$ cat config.mk
export PLATFORM = sky130hd
export DESIGN_NAME = dotmatrix_refresh
export DESIGN_NICKNAME = d
export VERILOG_FILES = /design/src/rtl/dm_pkg.sv /design/src/rtl/dm_timebase.sv /design/src/rtl/dm_fetch.sv /design/src/rtl/dm_colgate.sv /design/src/rtl/dotmatrix_refresh.sv
export SDC_FILE = /design/constraint.sdc
export NUM_CORES = 1
export LEC_CHECK = 0
export BUFFER_PORTS_ARGS = -buffer_cell sky130_fd_sc_hd__buf_2
export CORE_MARGIN = 2
export CORE_UTILIZATION = 45
export DETAILED_ROUTE_END_ITERATION = 10
export PLACE_DENSITY_LB_ADDON = 0.12
export SLEW_MARGIN = 20
export SYNTH_ARGS = -nofsm -noshare
export SYNTH_HDL_FRONTEND = slang
export SYNTH_SLANG_ARGS = --single-unit
$ cat constraint.sdc
create_clock -name clk -period 7.1 [get_ports clk]
set_clock_uncertainty 0.05 [all_clocks]
set_input_delay 1.775 -clock clk [delete_from_list [all_inputs] [get_ports clk]]
set_output_delay 1.775 -clock clk [all_outputs]
set_load 0.005 [all_outputs]
$ cat src/rtl/dm_pkg.sv
package dm_pkg;

    localparam int ROWS       = 7;
    localparam int GROUPS     = 2;
    localparam int CHARS_GRP  = 4;
    localparam int GLYPH_W    = 5;
    localparam int SUBSLOTS   = 15;
    localparam int STROBES    = ROWS * GROUPS;
    localparam int COL_W      = CHARS_GRP * GLYPH_W;
    localparam int CHARS      = CHARS_GRP * GROUPS;

    typedef enum logic [0:0] {
        FS_FETCH = 1'b0,
        FS_HOLD  = 1'b1
    } fetch_state_t;

    // Number of lit sub-slots out of SUBSLOTS for a brightness code.
    function automatic int unsigned duty_steps(input logic [2:0] code);
        int unsigned n;
        unique case (code)
            3'd0: n = 15;
            3'd1: n = 12;
            3'd2: n = 8;
            3'd3: n = 6;
            3'd4: n = 4;
            3'd5: n = 3;
            3'd6: n = 2;
            default: n = 0;
        endcase
        return n;
    endfunction

    // Pattern bit 4 is column 1; drive bit j is column j+1.
    function automatic logic [GLYPH_W-1:0] to_drive_order(input logic [GLYPH_W-1:0] pat);
        logic [GLYPH_W-1:0] r;
        for (int j = 0; j < GLYPH_W; j++) begin
            r[j] = pat[GLYPH_W-1-j];
        end
        return r;
    endfunction

endpackage

$ cat src/rtl/dm_timebase.sv
module dm_timebase
    import dm_pkg::*;
#(
    parameter int PRE_DIV   = 32,
    parameter int FLASH_DIV = 64,
    localparam int PW = $clog2(PRE_DIV),
    localparam int FW = $clog2(FLASH_DIV)
) (
    input  logic          clk,
    input  logic          rst_n,
    output logic [PW-1:0] pre_cnt,
    output logic [2:0]    row_idx,
    output logic          grp_idx,
    output logic          row_end,
    output logic          phase
);

    logic [FW-1:0] frame_cnt;

    assign row_end = (pre_cnt == PW'(PRE_DIV - 1));

    always_ff @(posedge clk or negedge rst_n) begin
        if (!rst_n) begin
            pre_cnt   <= '0;
            row_idx   <= '0;
            grp_idx   <= 1'b0;
            frame_cnt <= '0;
            phase     <= 1'b0;
        end else if (row_end) begin
            pre_cnt <= '0;
            if (row_idx == 3'(ROWS - 1)) begin
                row_idx <= '0;
                grp_idx <= ~grp_idx;
                if (grp_idx) begin
                    if (frame_cnt == FW'(FLASH_DIV - 1)) begin
                        frame_cnt <= '0;
                        phase     <= ~phase;
                    end else begin
                        frame_cnt <= frame_cnt + 1'b1;
                    end
                end
            end else begin
                row_idx <= row_idx + 1'b1;
            end
        end else begin
            pre_cnt <= pre_cnt + 1'b1;
        end
    end

    // the phase only moves at the first cycle of a frame
    a_r10_phase_at_frame_start: assert property (@(posedge clk) disable iff (!rst_n)
        !$stable(phase) |-> (pre_cnt == '0 && row_idx == 3'd0 && grp_idx == 1'b0));

endmodule

$ cat src/rtl/dm_fetch.sv
module dm_fetch
    import dm_pkg::*;
(
    input  logic             clk,
    input  logic             rst_n,
    input  logic [2:0]       row_idx,
    input  logic             grp_idx,
    input  logic             row_end,
    output logic [2:0]       char_addr,
    input  logic [7:0]       char_data,
    output logic [6:0]       rom_code,
    output logic [2:0]       rom_row,
    input  logic [4:0]       rom_cols,
    output logic [3:0]       glyph_idx,
    output logic [2:0]       glyph_row,
    input  logic [4:0]       glyph_cols,
    output logic [COL_W-1:0] cur_cols
);

    fetch_state_t         state;
    logic [1:0]           fidx;
    logic [COL_W-1:0]     stage;
    logic [2:0]           next_row;
    logic                 next_grp;
    logic [GLYPH_W-1:0]   pix;

    always_comb begin
        if (row_idx == 3'(ROWS - 1)) begin
            next_row = 3'd0;
            next_grp = ~grp_idx;
        end else begin
            next_row = row_idx + 1'b1;
            next_grp = grp_idx;
        end
    end

    assign char_addr = {next_grp, fidx};
    assign rom_code  = char_data[6:0];
    assign rom_row   = next_row;
    assign glyph_idx = char_data[3:0];
    assign glyph_row = next_row;
    assign pix       = char_data[7] ? glyph_cols : rom_cols;

    // State register: FETCH_DONE and ROW_START transitions
    always_ff @(posedge clk or negedge rst_n) begin
        if (!rst_n) begin
            state <= FS_FETCH;
        end else begin
            unique case (state)
                FS_FETCH: if (fidx == 2'(CHARS_GRP - 1)) state <= FS_HOLD;
                FS_HOLD:  if (row_end)                   state <= FS_FETCH;
                default:                                 state <= FS_FETCH;
            endcase
        end
    end

    // Datapath driven by the state
    always_ff @(posedge clk or negedge rst_n) begin
        if (!rst_n) begin
            fidx     <= '0;
            stage    <= '0;
            cur_cols <= '0;
        end else begin
            unique case (state)
                FS_FETCH: begin
                    for (int k = 0; k < CHARS_GRP; k++) begin
                        if (fidx == 2'(k)) begin
                            stage[k*GLYPH_W +: GLYPH_W] <= to_drive_order(pix);
                        end
                    end
                    fidx <= fidx + 1'b1;
                end
                FS_HOLD: begin
                    fidx <= '0;
                end
                default: fidx <= '0;
            endcase
            if (row_end) begin
                cur_cols <= stage;
            end
        end
    end

    // all four characters are fetched before the row boundary
    a_r4_fetch_before_boundary: assert property (@(posedge clk) disable iff (!rst_n)
        row_end |-> (state == FS_HOLD));

    // columns move only at a row boundary
    a_r4_cols_stable_in_row: assert property (@(posedge clk) disable iff (!rst_n)
        !row_end |=> $stable(cur_cols));

endmodule

$ cat src/rtl/dm_colgate.sv
module dm_colgate
    import dm_pkg::*;
#(
    parameter int PRE_DIV = 32,
    localparam int PW = $clog2(PRE_DIV)
) (
    input  logic             clk,
    input  logic             rst_n,
    input  logic [PW-1:0]    pre_cnt,
    input  logic             grp_idx,
    input  logic             phase,
    input  logic [4:0]       ctrl_attr,
    input  logic [CHARS-1:0] flash_bits,
    input  logic [COL_W-1:0] cur_cols,
    output logic [COL_W-1:0] col_drive
);

    logic duty_on;
    logic blink_dark;

    assign duty_on    = (int'(pre_cnt) * SUBSLOTS) < (int'(duty_steps(ctrl_attr[2:0])) * PRE_DIV);
    assign blink_dark = ctrl_attr[4] & phase;

    for (genvar d = 0; d < CHARS_GRP; d++) begin : g_char
        logic flag;
        logic flash_dark;
        logic lit;
        assign flag       = flash_bits[{grp_idx, 2'(d)}];
        assign flash_dark = ctrl_attr[3] & flag & phase;
        assign lit        = duty_on & ~(blink_dark | flash_dark);
        assign col_drive[d*GLYPH_W +: GLYPH_W] = cur_cols[d*GLYPH_W +: GLYPH_W] & {GLYPH_W{lit}};
    end

    // blank code keeps every column off
    a_r6_blank_code: assert property (@(posedge clk) disable iff (!rst_n)
        (ctrl_attr[2:0] == 3'b111) |-> (col_drive == '0));

    // blink dark phase keeps every column off
    a_r8_blink_dark: assert property (@(posedge clk) disable iff (!rst_n)
        (ctrl_attr[4] && phase) |-> (col_drive == '0));

endmodule

$ cat src/rtl/dotmatrix_refresh.sv
module dotmatrix_refresh
    import dm_pkg::*;
#(
    parameter int PRE_DIV   = 32,
    parameter int FLASH_DIV = 64,
    localparam int PW = $clog2(PRE_DIV)
) (
    input  logic         clk,
    input  logic         rst_n,
    input  logic [4:0]   ctrl_attr,
    input  logic [7:0]   flash_bits,
    output logic [2:0]   char_addr,
    input  logic [7:0]   char_data,
    output logic [6:0]   rom_code,
    output logic [2:0]   rom_row,
    input  logic [4:0]   rom_cols,
    output logic [3:0]   glyph_idx,
    output logic [2:0]   glyph_row,
    input  logic [4:0]   glyph_cols,
    output logic [13:0]  row_strobe,
    output logic [19:0]  col_drive
);

    logic [PW-1:0]    pre_cnt;
    logic [2:0]       row_idx;
    logic             grp_idx;
    logic             row_end;
    logic             phase;
    logic [COL_W-1:0] cur_cols;

    dm_timebase #(.PRE_DIV(PRE_DIV), .FLASH_DIV(FLASH_DIV)) u_tb (
        .clk     (clk),
        .rst_n   (rst_n),
        .pre_cnt (pre_cnt),
        .row_idx (row_idx),
        .grp_idx (grp_idx),
        .row_end (row_end),
        .phase   (phase)
    );

    dm_fetch u_fetch (
        .clk        (clk),
        .rst_n      (rst_n),
        .row_idx    (row_idx),
        .grp_idx    (grp_idx),
        .row_end    (row_end),
        .char_addr  (char_addr),
        .char_data  (char_data),
        .rom_code   (rom_code),
        .rom_row    (rom_row),
        .rom_cols   (rom_cols),
        .glyph_idx  (glyph_idx),
        .glyph_row  (glyph_row),
        .glyph_cols (glyph_cols),
        .cur_cols   (cur_cols)
    );

    dm_colgate #(.PRE_DIV(PRE_DIV)) u_gate (
        .clk        (clk),
        .rst_n      (rst_n),
        .pre_cnt    (pre_cnt),
        .grp_idx    (grp_idx),
        .phase      (phase),
        .ctrl_attr  (ctrl_attr),
        .flash_bits (flash_bits),
        .cur_cols   (cur_cols),
        .col_drive  (col_drive)
    );

    always_comb begin
        row_strobe = '0;
        row_strobe[int'(grp_idx) * ROWS + int'(row_idx)] = 1'b1;
    end

    // exactly one strobe active
    a_r2_one_strobe: assert property (@(posedge clk) disable iff (!rst_n)
        $countones(row_strobe) == 1);

    // a strobe is held for the whole row period
    a_r2_strobe_hold: assert property (@(posedge clk) disable iff (!rst_n)
        (pre_cnt != '0) |-> $stable(row_strobe));

endmodule

Word-level counts from Yosys, hierarchy flattened
Cells that the tools add are included.
Storage, ports and cells
  flip-flop bits (word level): 59
  input bits: 33
  logic and storage cells: 95
Operators by class
  add/subtract/negate cells: 5
  multipliers: 2
  $lt $le $gt $ge: 7
  equality and inequality tests: 12
  multiplexer cells: 20
  bitwise operators: 28
  reduce and logical (&&, ||, !) cells: 9
Operators with widths (count)
  $lt 32x10->1: 1
  $pmux 4 s7: 1
  $and 5x5->5: 4
  $lt 3x4->1 const B: 4
  $and 1x1->1: 13
  $eq 3x3->1 const B: 4
  $mux 1: 12
  $mux 5: 2
  $mul 5x4->9 const B: 1
  $reduce_and 2->1: 4
  $not 1->1: 7
  $add 6x1->6 const B: 1
  $eq 3x2->1 const B: 2
  $eq 6x6->1 const B: 1
  $mux 6: 1
  $add 4x3->5: 1
  $add 5x1->5 const B: 1
  $eq 5x5->1 const B: 1
  $ge 5x1->1 const B: 1
  $lt 5x5->1 const B: 1
  $demux 1 s4: 1
  $eq 2x2->1 const B: 2
  $mul 1x3->4 const B: 1
  $or 1x1->1: 4
  12 further kinds: 12

Depth between registers and ports, before layout
Gate-level depths: netlist (run 1).
  word-level depth: 8
  mapped depth: 15
  gate-level depth less buffers: 14

By module
Synthesis (run 1) repeated with hierarchy kept, for this count alone.
Second synthesis, totals
  cell total of the unflattened synthesis: 343
  area, all modules: 3852.4 sq um
By module, submodules not included
  dm_fetch: times used 1, cells each 127, area each 1895.6 sq um
  dm_colgate: times used 1, cells each 105, area each 802.0 sq um
  dm_timebase: times used 1, cells each 67, area each 789.5 sq um
  dotmatrix_refresh: times used 1, cells each 44, area each 365.4 sq um

Least setup slack after synthesis (run 1)
No wires, ideal clock.
  kind: reg2out
  start point: register u_tb.pre_cnt[3]
  end point: output port col_drive[10]
  arrival time: 3.736 ns
  setup slack: 1.539 ns
  stages on the path, launching flop included: 16
  cell sequence: dfrtp_1 inv_1 fa_1 fa_1 inv_1 ha_1 o21ai_0 o21bai_1 a311oi_2 xnor2_1 ha_1 and3_1 a21bo_2 o21ai_2 buf_6 nor3_2
On the way
  longest elaborated chain between the ends: 4
Ends and longest elaborated chain
  start, declared: line dm_timebase.sv:11  | output logic [PW-1:0] pre_cnt,
  start signal, assigned: line dm_timebase.sv:46  | pre_cnt <= pre_cnt + 1'b1;
  $mul 5x4->9: line dm_colgate.sv:21  | assign duty_on = (int'(pre_cnt) * SUBSLOTS) < (int'(duty_steps(ctrl_attr[2:0])) * PRE_DIV);
  $lt 32x10->1: line dm_colgate.sv:21
  $and 1x1->1: line dm_colgate.sv:30  | assign lit = duty_on & ~(blink_dark | flash_dark);
  $and 5x5->5: line dm_colgate.sv:31  | assign col_drive[d*GLYPH_W +: GLYPH_W] = cur_cols[d*GLYPH_W +: GLYPH_W] & {GLYPH_W{lit}};
  end, declared: line dotmatrix_refresh.sv:21  | output logic [19:0] col_drive
No other way between the ends.

Final worst setup path (run 1)
  start point: register u_tb.pre_cnt[2]
  end point: output port col_drive[14]
Same word-level chain as after synthesis.

==> impl_results.md, run 1 <==
- Initial DRC count: 68
- Slew HR: 43.22%
- Num ports: 87
- Cell leakage power: roughly 2.1 nW
- Synth Cell Area: 3561 sq um
- DRT Wirelength: between 7 and 8 mm
- Setup violations, final: 0
- Die area: 8641 sq um
- Die X: roughly 93 um
- CP required: 5.28 ns
- Max stage delay cell, worst path: o21ai_2
- Min-Delay Path Depth: 1
- Routability Congestion: 0.7991
- Met2 wire length: 3.394 mm
- R2R Setup Slk: approximately 4.8 ns
- Syn. warnings: 0
- Main synth FF type: dfrtp_1
- Post-DP HPWL: 5.290 mm
- Area of the multi-input gates: 1828 sq um
- Maximum vdd drop: 0.1205 mV
- Post-route setup TNS: 0 ns
- Clock Latency Late Sink: 0.33 ns
- Critical path startpoint category: register
- Yosys reg bits: 59
- Terminus of the critical flop-to-flop path: u_tb.frame_cnt[5]
- 1st-pass router iterations: 4
- Detail Route Antenna Nets: 0
- Post-synth ARST share: 100.0%
- Gr usage total: roughly 18%
- Reg clk slew, reported paths: approximately 0.070 ns
- Number of synthesized flops with an enable pin: 0
- M1 WL: 3.227 mm
- Die Span Y: 92.96 um
- CP Capture Type: primary output
- Arrival time worst endpoint: 4.77 ns
- Initial antenna violation count: 0
- Synth Instances: 350
- Crit path max-delay family: adder cells
- Max-cap violations: 0
- Hold Crit Endpoint: u_fetch.fidx[0]
- CTS sink count: 59
- CP Class: register to primary output
- Largest net degree at the start of global routing: 60
- Post-layout min period: 6.596 ns
- Most area-consuming cells after synthesis: dfrtp_1, ha_1, mux2_2
- Clock Path Buffers: 2
- Critical path's largest stage delay: 0.68 ns
- Top Layer Used: met4
- RSZ-0062 raised after global routing: false
- FF/Latch Area: 1476 sq um
- Vias: 2514
- CP cell instances: inv_1 -> fa_1 -> fa_1 -> inv_1 -> ha_1 -> o21ai_0 -> o21bai_1 -> a311oi_2 -> xnor2_1 -> ha_1 -> and3_1 -> o21ai_1 -> o21ai_2 -> nor3_1 -> buf_2
- DR WL/cell: 13.68 um
- Final max-slew violation count: 0
- Row count: 32
- Initial Util: a little under half
- Layout cell share with drive strength beyond 1: roughly a third
- Count leader, synth: dfrtp_1
- Post-synth net total: 418
- Core ar.: 7687 sq um
- Via-to-Cell Ratio: about 4.9
- Port Buf Inserts: 68
- Vias in the first global route: ~2500
- Final core utilization: 53.29%
- Fillcell total: 726
- Power, Total: slightly below 0.0008 W
- HP Class: register to register
- Nets@finish: 475
- Fmax: 151.6 MHz
- Post-CTS Setup Repair Bufs: 0
- R2r startpoint: u_tb.pre_cnt[1]
- Seq/Total Area, Yosys: 41.46%
- Largest area contributor in the netlist: dfrtp_1
- Met3 WL post-DR: 286 um
- H-tree Lvls: 3
- CTS buffer count: 9
- Hold_buf cts: 0
- Hold Fails Final Rpt: 0
- Root buffer cell: clkbuf_8
- Synth top area share: 41.46%
- Mean post-synth cell area: slightly above 10 sq um
- WP buf/inv: 3
- Commonest cells post-synth: dfrtp_1, nand2_1, ha_1, mux2_2, o21ai_0
- DR DRC count: 0
- PwrDens: between 150 and 200 nW/um^2
- Synthesis-to-finish area growth: 15.04%
- Fin crit share: slightly above 90%
- Least-Margin Pin Slew: approximately 0.85 ns
- Post-CTS sizing: 0
- Worst r2r path cells: 8
- Status: completed
- ANT cells: 0
- Hold Crit Start: u_fetch.state
- CTS tree: yes
- Count of cell types in the netlist: 37
- Remaining global-route overflow: 0
- First-pass GRT wire length: 11.95 mm
- Crit Path Max Fanout: 15
==> cells by family (layout without fill, tap and decap cells) <==
family                   after synthesis  count (layout)  synth area share (%)
buffers and inverters                 50             111                 7.203
AO/OA/AOI/OAI                         47              47                 8.538
XOR/XNOR                              12              12                 2.951
adder cells (fa/ha/maj)               35              35                 13.77
flip-flops                            59              59                 41.46
multiplexers                          34              34                 10.68
AND/OR/NAND/NOR                      113             113                 15.39
==> how the worst max path moves through the flow <==
stage | startpoint | end | slack (ns) | cells after the start
final | u_tb.pre_cnt[2] | col_drive[14] | 0.50 | 15
after global routing | u_tb.pre_cnt[3] | col_drive[14] | 0.11 | 15
after CTS | u_tb.pre_cnt[2] | col_drive[14] | 0.44 | 15
after detailed placement | u_tb.pre_cnt[2] | col_drive[14] | 0.84 | 15
after global placement | u_tb.pre_cnt[2] | col_drive[14] | 0.99 | 15
after floorplan | u_tb.pre_cnt[3] | col_drive[10] | 1.54 | 15
==> layout make-up <==
cell class / instances / share of cell area (%)
sequential: 59 / 36.04
timing repair buffer: 70 / 8.674
inverter: 26 / 2.382
clock buffer: 12 / 4.032
clock inverter: 3 / 1.130
multi-input combinational: 241 / 44.62
tap: 102 / 3.115
==> report_power, final <==
| part | internal (W) | total, W | switching, W | leakage, nW |
|---|---|---|---|---|
| registers | 0.000354 | 0.000363 | 0.00000900 | 0.712 |
| clock network | 0.000189 | 0.000321 | 0.000132 | 0.105 |
| logic | 0.0000398 | 0.0000862 | 0.0000464 | 1.26 |
| total | 0.000583 | 0.000770 | 0.000187 | 2.07 |
==> through the flow <==
| step | std cells | cell area (sq um) | hold WS (ns) | worst slack (ns) |
|---|---|---|---|---|
| finish | 513 | 4096 | 0.3969 | 0.5036 |
| global route | 513 | 4096 | 0.4144 | 0.1106 |
| CTS | 513 | 4096 | 0.4004 | 0.4394 |
| detailed placement | 498 | 3885 | 0.3900 | 0.8439 |
| global placement | 498 | 3885 | 0.3903 | 0.9900 |
| floorplan | 350 | 3561 | 0.3685 | 1.539 |
==> registers in the layout (all words and copies together) (netlist names) <==
register / cells
u_fetch.cur_cols: 20
u_fetch.fidx: 2
u_fetch.stage: 20
u_fetch.state: 1
u_tb.frame_cnt: 6
u_tb.grp_idx: 1
u_tb.phase: 1
u_tb.pre_cnt: 5
u_tb.row_idx: 3
==> worst register-to-register path, stage by stage, from the launching register on <==
cell	delay (ns)
dfrtp_1	0.43
ha_1	0.28
and2_1	0.15
ha_1	0.13
buf_4	0.36
and2_1	0.34
o2111ai_1	0.15
o21ai_0	0.15
o21ai_0	0.10
==> placed cells by master, fill, tap and decap left out, types with 2 or more instances in the layout <==
master	count
buf_2	68
dfrtp_1	59
nand2_1	53
mux2_2	28
o21ai_0	28
ha_1	28
inv_1	26
nor2_1	20
clkbuf_8	12
nor3_2	10
and2_1	10
xnor2_1	10
nor3_1	9
fa_1	7
a21o_1	6
mux2i_1	5
nand2b_1	3
a21oi_1	2
nor2b_1	2
nand3_1	2
and3_1	2
xor2_1	2
nand4_1	2
buf_4	2
==> layer usage <==
layer / vias to the layer above / GRT usage [%]
met2: 43 / 28.80
met3: 10 / 4.638
met1: 1196 / 23.04
met5: - / 0
met4: 0 / 6.005
li1: 1265 / -
(Power assumes the default switching activity.)
==> inputs of run 2 (changes only) <==
--- a/config.mk
+++ b/config.mk
@@ -6,6 +6,7 @@
 export NUM_CORES = 1
 export LEC_CHECK = 0
 export BUFFER_PORTS_ARGS = -buffer_cell sky130_fd_sc_hd__buf_2
+export CORE_ASPECT_RATIO = 0.9
 export CORE_MARGIN = 2
 export CORE_UTILIZATION = 45
 export DETAILED_ROUTE_END_ITERATION = 10
==> impl_results.md, run 2 (synthesized netlist as in run 1, its figures left out) <==
- HP Class: register to register
- Most frequent cells in the layout: buf_2, dfrtp_1, nand2_1
- DR DRC count: 0 (unchanged)
- H-tree Lvls: 3 (unchanged)
- Largest net degree at the start of global routing: 60 (unchanged)
- Via-to-Cell Ratio: 5.043 (+2.9%)
- Min-Delay Path Depth: 1 (unchanged)
- Biggest registers after layout: u_fetch.cur_cols (20), u_fetch.stage (20), u_tb.frame_cnt (6)
- 1st-pass router iterations: 4 (unchanged)
- GR Util met2: 30.78% (+2.0 points)
- Setup violations, final: 0 (unchanged)
- Hold Crit Endpoint: u_fetch.fidx[0]
- Final max-slew violation count: 0 (unchanged)
- Detail Route Antenna Nets: 0 (unchanged)
- Fin cells: 508 (-0.97%)
- Hold Crit Start: u_fetch.state
- DRT Wirelength: 7.021 mm (about the same)
- CP Capture Type: primary output
- RSZ-0062 raised after global routing: false
- Vias: 2562 (+1.9%)
- Final Cell Area: 4124 sq um (+0.67%)
- CTS tree: yes
- Num ports: 87 (unchanged)
- Synthesis-to-finish area growth: 15.81%
- Gr usage total: 17.57% (-0.17 points)
- Layout cell share with drive strength beyond 1: 31.80% (+0.17 points)
- Least-Margin Pin Slew: 0.9292 ns (+0.07756 ns)
- Top Usage Layer GRT: met2
- Max stage delay cell, worst path: o21ai_2
- Die X: 97.77 um (+5.2%)
- Initial DRC count: 95 (+40%)
- Crit Path Max Fanout: 15 (unchanged)
- Port Buf Inserts: 68 (unchanged)
- Cell leakage power: 2.086 nW (+0.57%)
- Fillcell total: 721 (-0.69%)
- Fin crit share: 93.12% (+0.21 points)
- Place WS: 0.8391 ns (-0.004787 ns)
- Placed Instances: 492 (-1.2%)
- R2R Setup Slk: 4.83 ns (about the same)
- CTS buffer count: 9 (unchanged)
- Critical path startpoint category: register
- Clock Latency Late Sink: 0.33 ns (about the same)
- First-pass GRT wire length: 11.94 mm (-0.11%)
- Routability Congestion: 0.7848 (-1.8%)
- Nets@finish: 475 (unchanged)
- Row count: 30 (-6.3%)
- Post-layout min period: 6.612 ns (+0.01521 ns)
- ANT cells: 0 (unchanged)
- Routing usage on met1: 21.85% (-1.2 points)
- Die area: 8641 sq um (about the same)
- Worst r2r path cells: 8 (unchanged)
- Post-CTS Setup Repair Bufs: 0 (unchanged)
- CP cell instances: inv_1 -> fa_1 -> fa_1 -> inv_1 -> ha_1 -> o21ai_0 -> o21bai_1 -> a311oi_2 -> xnor2_1 -> ha_1 -> and3_1 -> o21ai_1 -> o21ai_2 -> nor3_1 -> buf_2
- Hold Fails Final Rpt: 0 (unchanged)
- CP Class: register to primary output
- Die Span Y: 88.39 um (-4.9%)
- Maximum vdd drop: 0.1171 mV (-2.8%)
- Post-DP HPWL: 5.253 mm (-0.71%)
- Final core utilization: 54.12% (+0.83 points)
- Post-route setup TNS: 0 ns (unchanged)
- Clock Path Buffers: 2 (unchanged)
- Commonest non-fill, non-tap cell in the layout: buf_2
- Met3 GRT Util: 4.502% (-0.14 points)
- Hold_buf cts: 0 (unchanged)
- Core ar.: 7620 sq um (-0.88%)
- Arrival time worst endpoint: 4.79 ns (+0.02 ns)
- Initial Util: 46.73% (+0.41 points)
- PwrDens: 200.3 nW/um^2 (+6.6%)
- Root buffer cell: clkbuf_8
- Fmax: 151.3 MHz (-0.23%)
- Placed Instance Area: 3877 sq um (-0.19%)
- Max-cap violations: 0 (unchanged)
- Vias in the first global route: 2460 (+0.20%)
- Status: completed
- R2r startpoint: u_tb.pre_cnt[0]
- Initial antenna violation count: 0 (unchanged)
- Critical path's largest stage delay: 0.73 ns (+0.05 ns)
- Remaining global-route overflow: 0 (unchanged)
- Setup slack after layout: 0.4884 ns (-0.01521 ns)
- CP required: 5.28 ns (about the same)
- Terminus of the critical flop-to-flop path: u_tb.frame_cnt[5]
- DR WL/cell: 13.82 um (+1.0%)
- CTS sink count: 59 (unchanged)
- Slew HR: 38.05% (-5.2 points)
- Reg clk slew, reported paths: 0.08 ns (about the same)
- Post-CTS sizing: 0 (unchanged)
run 2: worst max path at each step:
stage	from	depth (start not counted)	to	slack (ns)
2_1_floorplan	u_tb.pre_cnt[3]	15	col_drive[10]	1.54
3_3_place_gp	u_tb.pre_cnt[3]	15	col_drive[16]	0.98
6_report	u_tb.pre_cnt[2]	15	col_drive[16]	0.49
5_1_grt	u_tb.pre_cnt[2]	15	col_drive[16]	0.13
3_5_place_dp	u_tb.pre_cnt[2]	15	col_drive[16]	0.84
4_1_cts	u_tb.pre_cnt[2]	15	col_drive[16]	0.48
run 2: layout make-up:
| class | instances | area [sq um] | share of cell area, % |
|---|---|---|---|
| clock inverter | 7 | 122.6 | 2.973 |
| timing repair buffer | 70 | 355.3 | 8.616 |
| sequential | 59 | 1476 | 35.80 |
| inverter | 26 | 97.59 | 2.367 |
| clock buffer | 9 | 123.9 | 3.004 |
| tap | 96 | 120.1 | 2.913 |
| multi-input combinational | 241 | 1828 | 44.33 |
run 2: worst max-delay path, delay by kind of cell (launching register included):
kind | cells | cell delay, ns
compound gates | 5 | 1.51
xor+xnor | 1 | 0.10
fa+ha+maj | 4 | 1.64
buf+inv | 3 | 0.38
flops | 1 | 0.47
simple gates | 2 | 0.35
run 2: power breakdown:
group          switching, W   total, W  internal, W
registers        0.00000884   0.000362     0.000353
logic             0.0000471  0.0000869    0.0000398
clock network      0.000142   0.000377     0.000235
total              0.000198   0.000826     0.000629
run 2: routing by layer:
| metal | wire, um | vias up |
|---|---|---|
| met4 | 80 | 0 |
| met1 | 3203 | 1233 |
| met2 | 3456 | 48 |
| met5 | 0 | - |
| li1 | - | 1273 |
| met3 | 281 | 8 |
run 2: stage by stage:
step,total power [W],hold slack (ns)
2_1_floorplan,0.0004229,0.3685
6_report,0.0008262,0.3985
3_5_place_dp,0.0004583,0.3885
3_3_place_gp,0.0004560,0.3803
5_1_grt,0.0008642,0.4489
4_1_cts,0.0008376,0.4008
==> inputs of run 3 (changes only) <==
--- a/config.mk
+++ b/config.mk
@@ -5,6 +5,7 @@
 export SDC_FILE = /design/constraint.sdc
 export NUM_CORES = 1
 export LEC_CHECK = 0
+export ABC_AREA = 1
 export BUFFER_PORTS_ARGS = -buffer_cell sky130_fd_sc_hd__buf_2
 export CORE_ASPECT_RATIO = 0.9
 export CORE_MARGIN = 2
==> impl_results.md, run 3 <==
- Status: completed
- Flop pwr share: 51.5% (+7.7 points)
- CTS buffer count: 9 (unchanged)
- Min-Delay Path Depth: 2 (+1)
- Most frequent cells in the layout: nand2_1, inv_1, buf_2
- Worst r2r path cells: 8 (unchanged)
- Met3 GRT Util: 4.581% (+0.079 points)
- Remaining global-route overflow: 0 (unchanged)
- Fin crit share: 83.63% (-9.5 points)
- Area share of and/or/nand/nor cells after synthesis: 17.95% (+2.6 points)
- Number of synthesized flops with an enable pin: 0 (unchanged)
- Hold_ws: 0.4324 ns (+0.03396 ns)
- First-pass GRT wire length: 11.84 mm (-0.81%)
- PwrDens: 172.0 nW/um^2 (-14%)
- CP Class: register to primary output
- Slew HR: 49.55% (+12 points)
- Final core utilization: 53.38% (-0.74 points)
- Crit path depth: 19 (+4)
- CP Capture Type: primary output
- Row count: 30 (unchanged)
- H-tree Lvls: 3 (unchanged)
- Max stage delay cell, worst path: fa_1
- Fillcell total: 755 (+4.7%)
- Syn. warnings: 0 (unchanged)
- Largest family of logic cells by synthesized area: simple AND/OR/NAND/NOR gates
- Placed Instances: 557 (+13%)
- P_sw: 0.0001819 W (-8.0%)
- Critical path's largest stage delay: 0.52 ns (-0.21 ns)
- Synth Cell Area: 3562 sq um (about the same)
- Critical path startpoint category: register
- Fin cells: 572 (+13%)
- Synthesis-to-finish area growth: 14.19%
- DR WL/cell: 12.11 um (-12%)
- CTS sink count: 59 (unchanged)
- Post-synth net total: 480 (+15%)
- WP buf/inv: 4 (+1)
- Post-Synth XOR/XNOR Area: 1.967% (-0.98 points)
- Post-CTS sizing: 0 (unchanged)
- Clk pwr share: 37.7% (-7.9 points)
- Root buffer cell: clkbuf_8
- Post-synth ARST share: 100.0% (unchanged)
- Largest area contributor in the netlist: dfrtp_1
- Commonest cells post-synth: nand2_1, inv_1, dfrtp_1
- Comb power frac: 10.8% (+0.3 points)
- Post-DP HPWL: 5.211 mm (-0.79%)
- Fmax: 168.4 MHz (+11%)
- Post-CTS Setup Repair Bufs: 0 (unchanged)
- Post-synthesis mux area share: 6.322% (-4.4 points)
- Hold_buf cts: 0 (unchanged)
- Detail Route Antenna Nets: 0 (unchanged)
- Compound-Gate Fraction of Synth Area: 6.990% (-1.5 points)
- Routability Congestion: 0.8432 (+7.4%)
- HP Class: register to register
- Initial Util: 46.75% (about the same)
- Die Span Y: 88.41 um (about the same)
- Reg clk slew, reported paths: 0.07 ns (about the same)
- Mean post-synth cell area: 8.646 sq um (-15%)
- 1st-pass router iterations: 4 (unchanged)
- Least-Margin Pin Slew: 0.7568 ns (-0.1724 ns)
- Via-to-Cell Ratio: 4.547 (-9.8%)
- Initial DRC count: 87 (-8.4%)
- Power Internal: 0.0005175 W (-18%)
- Routing usage on met1: 23.47% (+1.6 points)
- Count of cell types in the netlist: 28 (-24%)
- Post-layout min period: 5.938 ns (-0.6739 ns)
- Main synth FF type: dfrtp_1
- Vias: 2601 (+1.5%)
- Layout cell share with drive strength beyond 1: 25.00% (-6.8 points)
- CTS tree: yes
- DR DRC count: 0 (unchanged)
- Die area: 8645 sq um (about the same)
- Count leader, synth: nand2_1
- Setup violations, final: 0 (unchanged)
- Clock Path Buffers: 2 (unchanged)
- CP required: 5.28 ns (about the same)
- Yosys reg bits: 59 (unchanged)
- CP most frequent cell: nand2_1
- Core ar.: 7620 sq um (unchanged)
- Largest net degree at the start of global routing: 60 (unchanged)
- Post-route setup TNS: 0 ns (unchanged)
- Cell leakage power: 2.212 nW (+6.0%)
- Place WS: 1.519 ns (+0.6796 ns)
- Maximum vdd drop: 0.1122 mV (-4.2%)
- Clock Latency Late Sink: 0.34 ns (about the same)
- Most area-consuming cells after synthesis: dfrtp_1, ha_1, nand2_1
- Hold Fails Final Rpt: 0 (unchanged)
- GR Util met2: 28.21% (-2.6 points)
- Setup slack after layout: 1.162 ns (+0.6739 ns)
- Vias in the first global route: 2500 (+1.6%)
- Die X: 97.79 um (about the same)
- Num ports: 87 (unchanged)
- ANT cells: 0 (unchanged)
- Final max-slew violation count: 0 (unchanged)
- Port Buf Inserts: 68 (unchanged)
- Top Usage Layer GRT: met2
- Commonest non-fill, non-tap cell in the layout: nand2_1
- DRT Wirelength: 6.928 mm (-1.3%)
- Switching Share: 26.01% (+2.1 points)
- Synth Area in Adders: 13.77% (about the same)
- Crit Path Max Fanout: 6 (-9)
- RSZ-0062 raised after global routing: false
- Max-cap violations: 0 (unchanged)
- Seq/Total Area, Yosys: 41.45% (about the same)
- Synth Instances: 412 (+18%)
- Nets@finish: 540 (+14%)
- Synth top area share: 41.45% (about the same)
- Initial antenna violation count: 0 (unchanged)
- Crit path max-delay family: adder cells
- Biggest registers after layout: u_fetch.cur_cols (20), u_fetch.stage (20), u_tb.frame_cnt (6)
- CP cell instances: inv_1 -> fa_1 -> fa_1 -> inv_1 -> ha_1 -> inv_1 -> nand2_1 -> nand3_1 -> nand2_1 -> nand2_1 -> nand2_1 -> nand2_1 -> nand2_1 -> xor2_1 -> ha_1 -> a21oi_4 -> nand3_2 -> nor2_1 -> buf_2
- Gr usage total: 17.56% (about the same)
- Arrival time worst endpoint: 4.11 ns (-0.68 ns)
## run 3: cell types whose count changed after synthesis, moves of 4 or more
cell / delta
inv_1: +45
nor2_1: +32
nand2_1: +26
and2_1: -10
nor3_2: -10
nor3_1: -9
mux2_2: -8
a21o_1: -6
mux2i_1: -5
nor2_2: +5
xnor2_1: -5
a21oi_1: +4
o21a_1: +4
o21ai_0: +4
## run 3: path summary, 6_finish.rpt
path                                         from                 to  slack (ns)
worst max-delay path              u_tb.pre_cnt[3]       col_drive[0]        1.16
worst min-delay path            u_fetch.stage[16]  u_fetch.stage[16]        0.43
worst max register to register    u_tb.pre_cnt[0]    u_tb.pre_cnt[2]        5.21
worst min register to register  u_fetch.stage[16]  u_fetch.stage[16]        0.43
max in group asynchronous                   rst_n   u_fetch.stage[2]        4.96
min in group asynchronous                   rst_n    u_tb.pre_cnt[2]        1.54
## run 3: through the flow
stage | area, sq um | total power (W)
after floorplan | 3562 | 0.0004103
after global placement | 3900 | 0.0004421
after detailed placement | 3900 | 0.0004439
after CTS | 4068 | 0.0007124
after global routing | 4068 | 0.0007356
final | 4068 | 0.0006995
## run 3: power by group through the flow
| stage | clock network [W] | registers [W] | logic (W) |
|---|---|---|---|
| after detailed placement | 0 | 0.000367 | 0.0000773 |
| after floorplan | 0 | 0.000364 | 0.0000459 |
| after CTS | 0.000274 | 0.000361 | 0.0000775 |
| after global placement | 0 | 0.000366 | 0.0000757 |
| after global routing | 0.000287 | 0.000362 | 0.0000865 |
| final | 0.000264 | 0.000360 | 0.0000754 |
## run 3: metal layers
layer / part of all wire (%) / vias to the layer above
met2: 45 / 59
met5: 0 / -
met1: 49 / 1164
met3: 5.0 / 9
li1: - / 1369
met4: 1.6 / 0
## run 3: logic make-up after synthesis
logic type      count (synthesis)
fa+ha+maj                      35
compound gates                 45
flops                          59
mux                            20
buf+inv                        94
simple gates                  151
xor+xnor                        8
## run 3: cell type report
| cell class | count | area, sq um | share of cell area, % |
|---|---|---|---|
| multi-input combinational | 259 | 1674 | 41.16 |
| sequential | 59 | 1476 | 36.30 |
| clock buffer | 10 | 137.6 | 3.384 |
| timing repair buffer | 70 | 355.3 | 8.736 |
| clock inverter | 5 | 30.03 | 0.7382 |
| inverter | 73 | 274.0 | 6.736 |
| tap | 96 | 120.1 | 2.953 |
## run 3: tightest hold or removal path: stages, from the launching register on
cell and delay [ns]:
dfrtp_1 0.34, nand2_1 0.05, nand2_1 0.06
